$ cat config.mk
export PLATFORM = sky130hd
export DESIGN_NAME = bitcore_top
export DESIGN_NICKNAME = d
export VERILOG_FILES = /design/src/rtl/bitcore_pkg.sv /design/src/rtl/bitcore_strobe.sv /design/src/rtl/bitcore_seq.sv /design/src/rtl/bitcore_ctrl.sv /design/src/rtl/bitcore_alu.sv /design/src/rtl/bitcore_dp.sv /design/src/rtl/bitcore_top.sv
export SDC_FILE = /design/constraint.sdc
export NUM_CORES = 1
export LEC_CHECK = 0
export BUFFER_PORTS_ARGS = -buffer_cell sky130_fd_sc_hd__buf_4
export CORE_AREA = 3 3 40 42
export DETAILED_ROUTE_END_ITERATION = 8
export DIE_AREA = 0 0 43 45
export GPL_TIMING_DRIVEN = 0
export MAX_ROUTING_LAYER = met4
export PLACE_DENSITY = 0.62
export SKIP_LAST_GASP = 1
export SYNTH_ARGS = -nofsm -noshare
export SYNTH_HDL_FRONTEND = slang
export SYNTH_SLANG_ARGS = --single-unit
$ cat constraint.sdc
create_clock -name clk -period 2 [get_ports clk]
set_input_delay 0.1 -clock clk [delete_from_list [all_inputs] [get_ports clk]]
set_output_delay 0.1 -clock clk [all_outputs]
set_load 0.02 [all_outputs]
$ cat src/rtl/bitcore_pkg.sv
package bitcore_pkg;
    localparam int WORD_W = 3;

    typedef enum logic [1:0] {
        PH_FETCH = 2'd0,
        PH_BUMP  = 2'd1,
        PH_EXEC  = 2'd2
    } phase_t;

    typedef enum logic [1:0] {
        OP_NOP = 2'd0,
        OP_LDA = 2'd1,
        OP_AND = 2'd2,
        OP_OR  = 2'd3
    } opcode_t;

    typedef struct packed {
        logic acc_we;
        logic out_we;
        logic alu_sel;
    } ctrl_t;
endpackage

$ cat src/rtl/bitcore_strobe.sv
module bitcore_strobe #(
    parameter bit EXT_STROBE = 1'b1,
    parameter int STROBE_DIV = 4
) (
    input  logic clk,
    input  logic rst_n,
    input  logic ext_step,
    output logic step
);
    localparam int CNT_W = (STROBE_DIV > 1) ? $clog2(STROBE_DIV) : 1;

    generate
        if (EXT_STROBE) begin : g_ext
            assign step = ext_step;
        end else begin : g_int
            logic [CNT_W-1:0] cnt_q;
            logic             tick;
            logic             unused_ext;
            assign unused_ext = ext_step;
            assign tick = (cnt_q == CNT_W'(STROBE_DIV - 1));
            always_ff @(posedge clk) begin
                if (!rst_n)    cnt_q <= '0;
                else if (tick) cnt_q <= '0;
                else           cnt_q <= cnt_q + 1'b1;
            end
            assign step = tick;
        end
    endgenerate
endmodule

$ cat src/rtl/bitcore_seq.sv
module bitcore_seq
    import bitcore_pkg::*;
(
    input  logic   clk,
    input  logic   rst_n,
    input  logic   step,
    output phase_t phase,
    output logic   fetch_en,
    output logic   bump_en,
    output logic   exec_en
);
    phase_t state_q, state_d;

    // next-state logic
    always_comb begin
        state_d = state_q;
        unique case (state_q)
            PH_FETCH: if (step) state_d = PH_BUMP;
            PH_BUMP:  if (step) state_d = PH_EXEC;
            PH_EXEC:  if (step) state_d = PH_FETCH;
            default:  state_d = PH_FETCH;
        endcase
    end

    // state register
    always_ff @(posedge clk) begin
        if (!rst_n) state_q <= PH_FETCH;
        else        state_q <= state_d;
    end

    // per-phase action strobes
    always_comb begin
        fetch_en = 1'b0;
        bump_en  = 1'b0;
        exec_en  = 1'b0;
        unique case (state_q)
            PH_FETCH: fetch_en = step;
            PH_BUMP:  bump_en  = step;
            PH_EXEC:  exec_en  = step;
            default:  ;
        endcase
    end

    assign phase = state_q;

    assert_fetch_to_bump_R10: assert property (@(posedge clk) disable iff (!rst_n)
        (phase == PH_FETCH && step) |=> phase == PH_BUMP);
    assert_bump_to_exec_R10: assert property (@(posedge clk) disable iff (!rst_n)
        (phase == PH_BUMP && step) |=> phase == PH_EXEC);
    assert_exec_to_fetch_R10: assert property (@(posedge clk) disable iff (!rst_n)
        (phase == PH_EXEC && step) |=> phase == PH_FETCH);
    assert_phase_hold_R4: assert property (@(posedge clk) disable iff (!rst_n)
        !step |=> $stable(phase));
endmodule

$ cat src/rtl/bitcore_ctrl.sv
module bitcore_ctrl
    import bitcore_pkg::*;
(
    input  logic    exec_en,
    input  opcode_t opcode,
    output ctrl_t   ctrl
);
    always_comb begin
        ctrl = '0;
        unique case (opcode)
            OP_NOP: ;
            OP_LDA: ctrl.acc_we = exec_en;
            OP_AND: begin
                ctrl.alu_sel = 1'b0;
                ctrl.out_we  = exec_en;
            end
            OP_OR: begin
                ctrl.alu_sel = 1'b1;
                ctrl.out_we  = exec_en;
            end
            default: ;
        endcase
    end
endmodule

$ cat src/rtl/bitcore_alu.sv
module bitcore_alu (
    input  logic a,
    input  logic b,
    input  logic sel,
    output logic y
);
    always_comb begin
        unique case (sel)
            1'b0: y = a & b;
            1'b1: y = a | b;
            default: y = 1'b0;
        endcase
    end
endmodule

$ cat src/rtl/bitcore_dp.sv
module bitcore_dp
    import bitcore_pkg::*;
#(
    parameter int PC_W = 4
) (
    input  logic              clk,
    input  logic              rst_n,
    input  logic              fetch_en,
    input  logic              bump_en,
    input  ctrl_t             ctrl,
    input  logic [WORD_W-1:0] mem_word,
    output logic [PC_W-1:0]   pc,
    output opcode_t           opcode,
    output logic              out_bit
);
    logic [WORD_W-1:0] ir_q;
    logic              acc_q;
    logic              alu_y;
    logic              data_bit;

    assign data_bit = ir_q[0];
    assign opcode   = opcode_t'(ir_q[WORD_W-1:1]);

    bitcore_alu u_alu (
        .a   (acc_q),
        .b   (data_bit),
        .sel (ctrl.alu_sel),
        .y   (alu_y)
    );

    always_ff @(posedge clk) begin
        if (!rst_n) begin
            pc      <= '0;
            ir_q    <= '0;
            acc_q   <= 1'b0;
            out_bit <= 1'b0;
        end else begin
            if (fetch_en)    ir_q    <= mem_word;
            if (bump_en)     pc      <= pc + 1'b1;
            if (ctrl.acc_we) acc_q   <= data_bit;
            if (ctrl.out_we) out_bit <= alu_y;
        end
    end

    assert_pc_step_R3: assert property (@(posedge clk) disable iff (!rst_n)
        bump_en |=> pc == PC_W'($past(pc) + 1'b1));
    assert_pc_hold_R3: assert property (@(posedge clk) disable iff (!rst_n)
        !bump_en |=> $stable(pc));
    assert_acc_load_R5: assert property (@(posedge clk) disable iff (!rst_n)
        ctrl.acc_we |=> acc_q == $past(data_bit));
    assert_acc_keep_R6: assert property (@(posedge clk) disable iff (!rst_n)
        !ctrl.acc_we |=> $stable(acc_q));
    assert_out_write_R7: assert property (@(posedge clk) disable iff (!rst_n)
        ctrl.out_we |=> out_bit == $past(alu_y));
    assert_out_keep_R8: assert property (@(posedge clk) disable iff (!rst_n)
        !ctrl.out_we |=> $stable(out_bit));
endmodule

$ cat src/rtl/bitcore_top.sv
module bitcore_top
    import bitcore_pkg::*;
#(
    parameter int PC_W       = 4,
    parameter bit EXT_STROBE = 1'b1,
    parameter int STROBE_DIV = 4
) (
    input  logic            clk,
    input  logic            rst_n,
    input  logic            step_i,
    input  logic [2:0]      mem_word_i,
    output logic [PC_W-1:0] mem_addr_o,
    output logic            out_o,
    output logic [1:0]      phase_o,
    output logic            acc_load_o,
    output logic            out_load_o,
    output logic            alu_sel_o
);
    logic    step;
    phase_t  phase;
    logic    fetch_en, bump_en, exec_en;
    opcode_t opcode;
    ctrl_t   ctrl;

    bitcore_strobe #(.EXT_STROBE(EXT_STROBE), .STROBE_DIV(STROBE_DIV)) u_strobe (
        .clk      (clk),
        .rst_n    (rst_n),
        .ext_step (step_i),
        .step     (step)
    );

    bitcore_seq u_seq (
        .clk      (clk),
        .rst_n    (rst_n),
        .step     (step),
        .phase    (phase),
        .fetch_en (fetch_en),
        .bump_en  (bump_en),
        .exec_en  (exec_en)
    );

    bitcore_ctrl u_ctrl (
        .exec_en (exec_en),
        .opcode  (opcode),
        .ctrl    (ctrl)
    );

    bitcore_dp #(.PC_W(PC_W)) u_dp (
        .clk      (clk),
        .rst_n    (rst_n),
        .fetch_en (fetch_en),
        .bump_en  (bump_en),
        .ctrl     (ctrl),
        .mem_word (mem_word_i),
        .pc       (mem_addr_o),
        .opcode   (opcode),
        .out_bit  (out_o)
    );

    assign phase_o    = phase;
    assign acc_load_o = ctrl.acc_we;
    assign out_load_o = ctrl.out_we;
    assign alu_sel_o  = ctrl.alu_sel;

    assert_enables_in_exec_R9: assert property (@(posedge clk) disable iff (!rst_n)
        (ctrl.acc_we || ctrl.out_we) |-> (phase == PH_EXEC && step));
    assert_enables_exclusive_R9: assert property (@(posedge clk) disable iff (!rst_n)
        $onehot0({ctrl.acc_we, ctrl.out_we}));
    assert_addr_hold_R4: assert property (@(posedge clk) disable iff (!rst_n)
        !step |=> $stable(mem_addr_o) && $stable(out_o));
endmodule

==> results of run 1 <==
-- stage by stage --
stage,instances,power [mW],setup WS [ns]
floorplan,48,0.291,0.372
global placement,78,0.317,0.742
detailed placement,78,0.318,0.744
CTS,82,0.468,0.423
global route,82,0.492,0.286
finish,82,0.456,0.462
-- routing by layer --
layer  global-route usage  vias to the layer above  routed length (µm)
li1                     -                      208                   -
met1                0.126                      164                 444
met2                0.159                       10                 411
met3               0.0717                        0                  73
met4               0.0542                        0                   0
met5                    -                        -                   0
-- power breakdown --
group | leakage, nW | switching, mW | internal [mW]
registers | 0.0896 | 0.0161 | 0.230
logic | 0.182 | 0.0290 | 0.0378
clock network | 0.0150 | 0.0669 | 0.0770
-- final cells by class --
class / instances / area (µm²) / share of cell area
Buffer: 1 / 3.75 / 0.00567
Clock buffer: 4 / 26.3 / 0.0397
Multi-Input combinational cell: 36 / 280 / 0.423
Sequential cell: 11 / 220 / 0.333
Timing Repair Buffer: 15 / 113 / 0.170
Tap cell: 15 / 18.8 / 0.0284
-- logic make-up after synthesis --
| kind of cell | synth area share |
|---|---|
| AND/OR/NAND/NOR | 0.308 |
| flip-flops | 0.437 |
| AO/OA/AOI/OAI | 0.0720 |
| multiplexers | 0.0993 |
| XOR/XNOR | 0.0521 |
| buffers and inverters | 0.00744 |
| adder cells (fa/ha/maj) | 0.0248 |
-- sequential cells by signal (all words and copies together) (netlist names) --
| name | flops |
|---|---|
| u_dp.acc_q | 1 |
| u_seq.phase | 2 |
| u_dp.pc | 4 |
| u_dp.out_bit | 1 |
| u_dp.ir_q | 3 |
-- placed cells by master, fill, tap and decap left out, types with 2 or more instances in the layout --
cell type | Yosys | routed
xnor2_1 | 3 | 3
dfxtp_1 | 11 | 11
nor3b_1 | 2 | 2
and2_1 | 3 | 3
nand2_1 | 4 | 4
clkbuf_4 | 0 | 3
mux2i_1 | 5 | 5
nor2b_1 | 4 | 4
o21ai_0 | 3 | 3
clkbuf_1 | 1 | 2
buf_4 | 0 | 15
-- critical path: cells and delay by family, from the launching register on --
kind                   cells  cell delay, ns
buffers and inverters      1            0.21
AND/OR/NAND/NOR            2            0.54
flip-flops                 1            0.42
-- final timing paths --
path / startpoint / end
hold / removal: mem_word_i[1] / u_dp.ir_q[1]
setup reg to reg: u_seq.phase[0] / u_dp.pc[3]
hold reg to reg: u_dp.acc_q / u_dp.acc_q
setup / recovery: u_seq.phase[0] / acc_load_o
-- synth_stat cells (2+ instances only) --
library cell / instances / area (µm²)
and2_1: 3 / 18.8
dfxtp_1: 11 / 220
mux2i_1: 5 / 50.1
nand2_1: 4 / 15.0
nor2b_1: 4 / 25.0
nor3b_1: 2 / 15.0
o21ai_0: 3 / 15.0
xnor2_1: 3 / 26.3
==> qor.yml, run 1 <==
critical_path:
  arrival_ns: 1.44
  endpoint_kind: "primary output"
  start_kind: "flip-flop"
  worst_r2r_path_depth: 3
  crit_type: "reg2out"
  r2r_setup_slack_ns: 0.74
  required_ns: 1.90
  max_stage_delay_ns: 0.42
  cpMaxStageDelayCell: "dfxtp_1"
  path_max_fanout: 8
  cp_cell_sequence: "nand3b_1, nor3b_1, buf_4"
timing:
  fin_hold_ws_ns: 0.0979
  tns_ns: 0
  finClkSkew_ns: 0.00118
  final-max-slew-violation-count: 0
  setup_viol: 0
  clock.fmax_mhz: 650
  hold_viol: 0
  post-route-min-period_ns: 1.54
  finalCritPeriodShare: 0.769
  max_slew.worst_pin.slew_ns: 0.381
  slew_headroom: 0.746
  rsz0062_at_grt: "false"
die:
  ios: 16
  rows: 13
  die_x_um: 43
  coreArea_um2: 1280
  initial_core_util: 0.392
  die_area_um2: 1940
  die_h_um: 45
placed_design:
  port_buffers: 15
  hpwlAfterDp_um: 699
  gp_congestion: 0.722
  placed_area_um2: 636
logic_synthesis:
  synth_area_um2: 504
  async_flop_share: 0
  synth-main-ff-cell: "dfxtp_1"
  synth_seq_cells: 11
  yosysSeqAreaShare: 0.437
  synth_area_per_cell_um2: 10.5
  synth_cell_types: 21
  synth_warnings: 0
  synth_nets: 55
  synth_edf_count: 0
  syn_inst: 48
power:
  p_leak_nw: 0.287
  vdd_drop_max_mv: 0.379
  power-per-cell-area_nw_per_um2: 690
clock_tree:
  clockRootBuffer: "clkbuf_4"
  clk_pin_slew_ns: 0.06
  cts_hold_buf: 0
  ctsLongestPathBuffers: 2
  worstSkewPairLatency_ns: 0.26
  postCtsSetupBuffers: 0
  h-tree-depth: 1
  numCtsBuffers: 3
  cts_tree: "built"
  cts_resized: 0
  clock-sinks: 11
grt:
  gr-total-overflow: 0
  grt_max_degree: 11
  antenna_found_initial: 0
  grt_pass1_vias: 361
  grt_usage: 0.113
  grt_pass1_wl_um: 1530
run:
  cap_violations: 0
finish:
  final_cell_area_um2: 662
  antenna_cells: 0
  fin_nets: 75
  syn2layout_area_growth_pct: 31.3
  final_core_util: 0.515
  n_fill_cell: 130
  drive_gt1_frac: 0.313
detailed_routing:
  ant_nets: 0
  wl_per_cell_um: 11.3
  first_pass_iters: 2
  wirelength_um: 929
  vias: 382
  drtIter0Drc: 3
  drc: 0
  avgViaCountPerCell: 4.66
hold_path:
  holdPathStages: 3
  worst_hold_path_type: "in2reg"
run_status:
  status: "complete, no violations"
Note: power is estimated with default switching activity, not from simulation.
==> run 2, diff against run 1 <==
Settings changed: PLACE_DENSITY 0.62 to 0.65.
Clock period 2 ns to 1.4 ns, I/O delays scaled along.
==> qor.yml, run 2 (synthesized netlist as in run 1, its figures left out) <==
detailed_routing:
  wl_met2_um: 394
  wl_met1_um: 446
  dr_wl_met3_um: 57
  vias: 391
  first_pass_iters: 4
  top_layer: "met4"
  wl_per_cell_um: 11.1
  drtIter0Drc: 11
  wirelength_um: 914
  avgViaCountPerCell: 4.77
  ant_nets: 0
  drc: 0
finish:
  mostFrequentLayoutCells: "15 x buf_4, 9 x dfxtp_1, 5 x mux2i_1, 4 x nand2_1, 4 x nor2b_1"
  multi_input_area_um2: 285
  layout.cells.non_filler: 82
  drive_gt1_frac: 0.358
  largest_register_ffs: 4
  final_common_cell: "buf_4"
  antenna_cells: 0
  seqCellArea_um2: 223
  syn2layout_area_growth_pct: 32.8
  regMostFlops: "u_dp.pc"
  final_core_util: 0.521
  fin_nets: 75
  n_fill_cell: 119
clock_tree:
  ctsLongestPathBuffers: 2
  numCtsBuffers: 3
  clock-sinks: 11
  h-tree-depth: 1
  worstSkewPairLatency_ns: 0.26
  cts_tree: "built"
  clockRootBuffer: "clkbuf_4"
  cts_hold_buf: 0
  clk_pin_slew_ns: 0.07
timing:
  post-route-min-period_ns: 1.33
  tns_ns: 0
  setup_viol: 0
  slew_headroom: 0.772
  finClkSkew_ns: 0.00283
  rsz0062_at_grt: "false"
  max_slew.worst_pin.slew_ns: 0.343
  finalCritPeriodShare: 0.948
  hold_viol: 0
  final-max-slew-violation-count: 0
  clock.fmax_mhz: 754
critical_path:
  max_stage_delay_ns: 0.39
  cp_cell_sequence: "nand3b_1, nor3b_2, buf_4"
  endpoint_kind: "primary output"
  required_ns: 1.33
  arrival_ns: 1.26
  cpMaxStageDelayCell: "dfxtp_2"
  crit_type: "reg2out"
  start_kind: "flip-flop"
  path_max_fanout: 8
grt:
  grt_pass1_vias: 307
  gr-total-overflow: 0
  antenna_found_initial: 0
  grt_usage: 0.101
  grt_pass1_wl_um: 1390
  grt_max_degree: 11
placed_design:
  gp_congestion: 0.694
  hpwlAfterDp_um: 675
  placed_cells: 78
  port_buffers: 15
run_status:
  status: "complete, no violations"
run:
  cap_violations: 0
die:
  die_x_um: 43
  initial_core_util: 0.392
  die_area_um2: 1940
  ios: 16
  coreArea_um2: 1280
  rows: 13
  die_h_um: 45
power:
  vdd_drop_max_mv: 0.336
  p_leak_nw: 0.288
  power-per-cell-area_nw_per_um2: 985
hold_path:
  worst_hold_path_type: "in2reg"
[run 2: metrics by stage]
stage | power, mW | hold slack (ns) | worst slack, ns | area, µm²
6_report | 0.660 | 0.0635 | 0.0731 | 669
5_1_grt | 0.694 | 0.0638 | 0.0115 | 669
4_1_cts | 0.670 | 0.0572 | 0.00588 | 668
3_5_place_dp | 0.455 | 0.335 | 0.134 | 641
3_3_place_gp | 0.454 | 0.327 | 0.166 | 641
2_1_floorplan | 0.416 | 0.208 | 0.0155 | 509
[run 2: repair_timing]
action	CTS	global route
resized for setup	1	1
endpoints found under the setup margin	1	1
setup buffers	0	0
pin swaps	0	0
[run 2: layout make-up]
class	instances	area share
multi-input combinational	36	0.426
sequential	11	0.333
timing repair buffer	15	0.168
clock buffer	4	0.0393
tap	15	0.0280
buffer	1	0.00561
[run 2: worst paths after layout]
kind | from | to | slack [ns] | cells after the start
setup / recovery | u_seq.phase[0] | acc_load_o | 0.07 | 3
hold / removal | mem_word_i[2] | u_dp.ir_q[2] | 0.06 | 3
setup reg to reg | u_seq.phase[0] | u_dp.pc[3] | 0.25 | 3
hold reg to reg | u_dp.acc_q | u_dp.acc_q | 0.47 | 2
[run 2: power by group]
| part | switching (mW) | internal (mW) |
|---|---|---|
| combinational | 0.0405 | 0.0544 |
| clock | 0.101 | 0.110 |
| sequential | 0.0245 | 0.329 |
[run 2: worst max-delay path, delay by kind of cell (launching register included)]
| kind | cells | cell delay (ns) |
|---|---|---|
| buf+inv | 1 | 0.18 |
| flops | 1 | 0.39 |
| simple gates | 2 | 0.43 |
[run 2: routing by layer]
| layer | vias up | global-route usage |
|---|---|---|
| li1 | 209 | - |
| met1 | 168 | 0.124 |
| met2 | 12 | 0.135 |
| met3 | 2 | 0.0239 |
| met4 | 0 | 0.0904 |
| met5 | - | - |
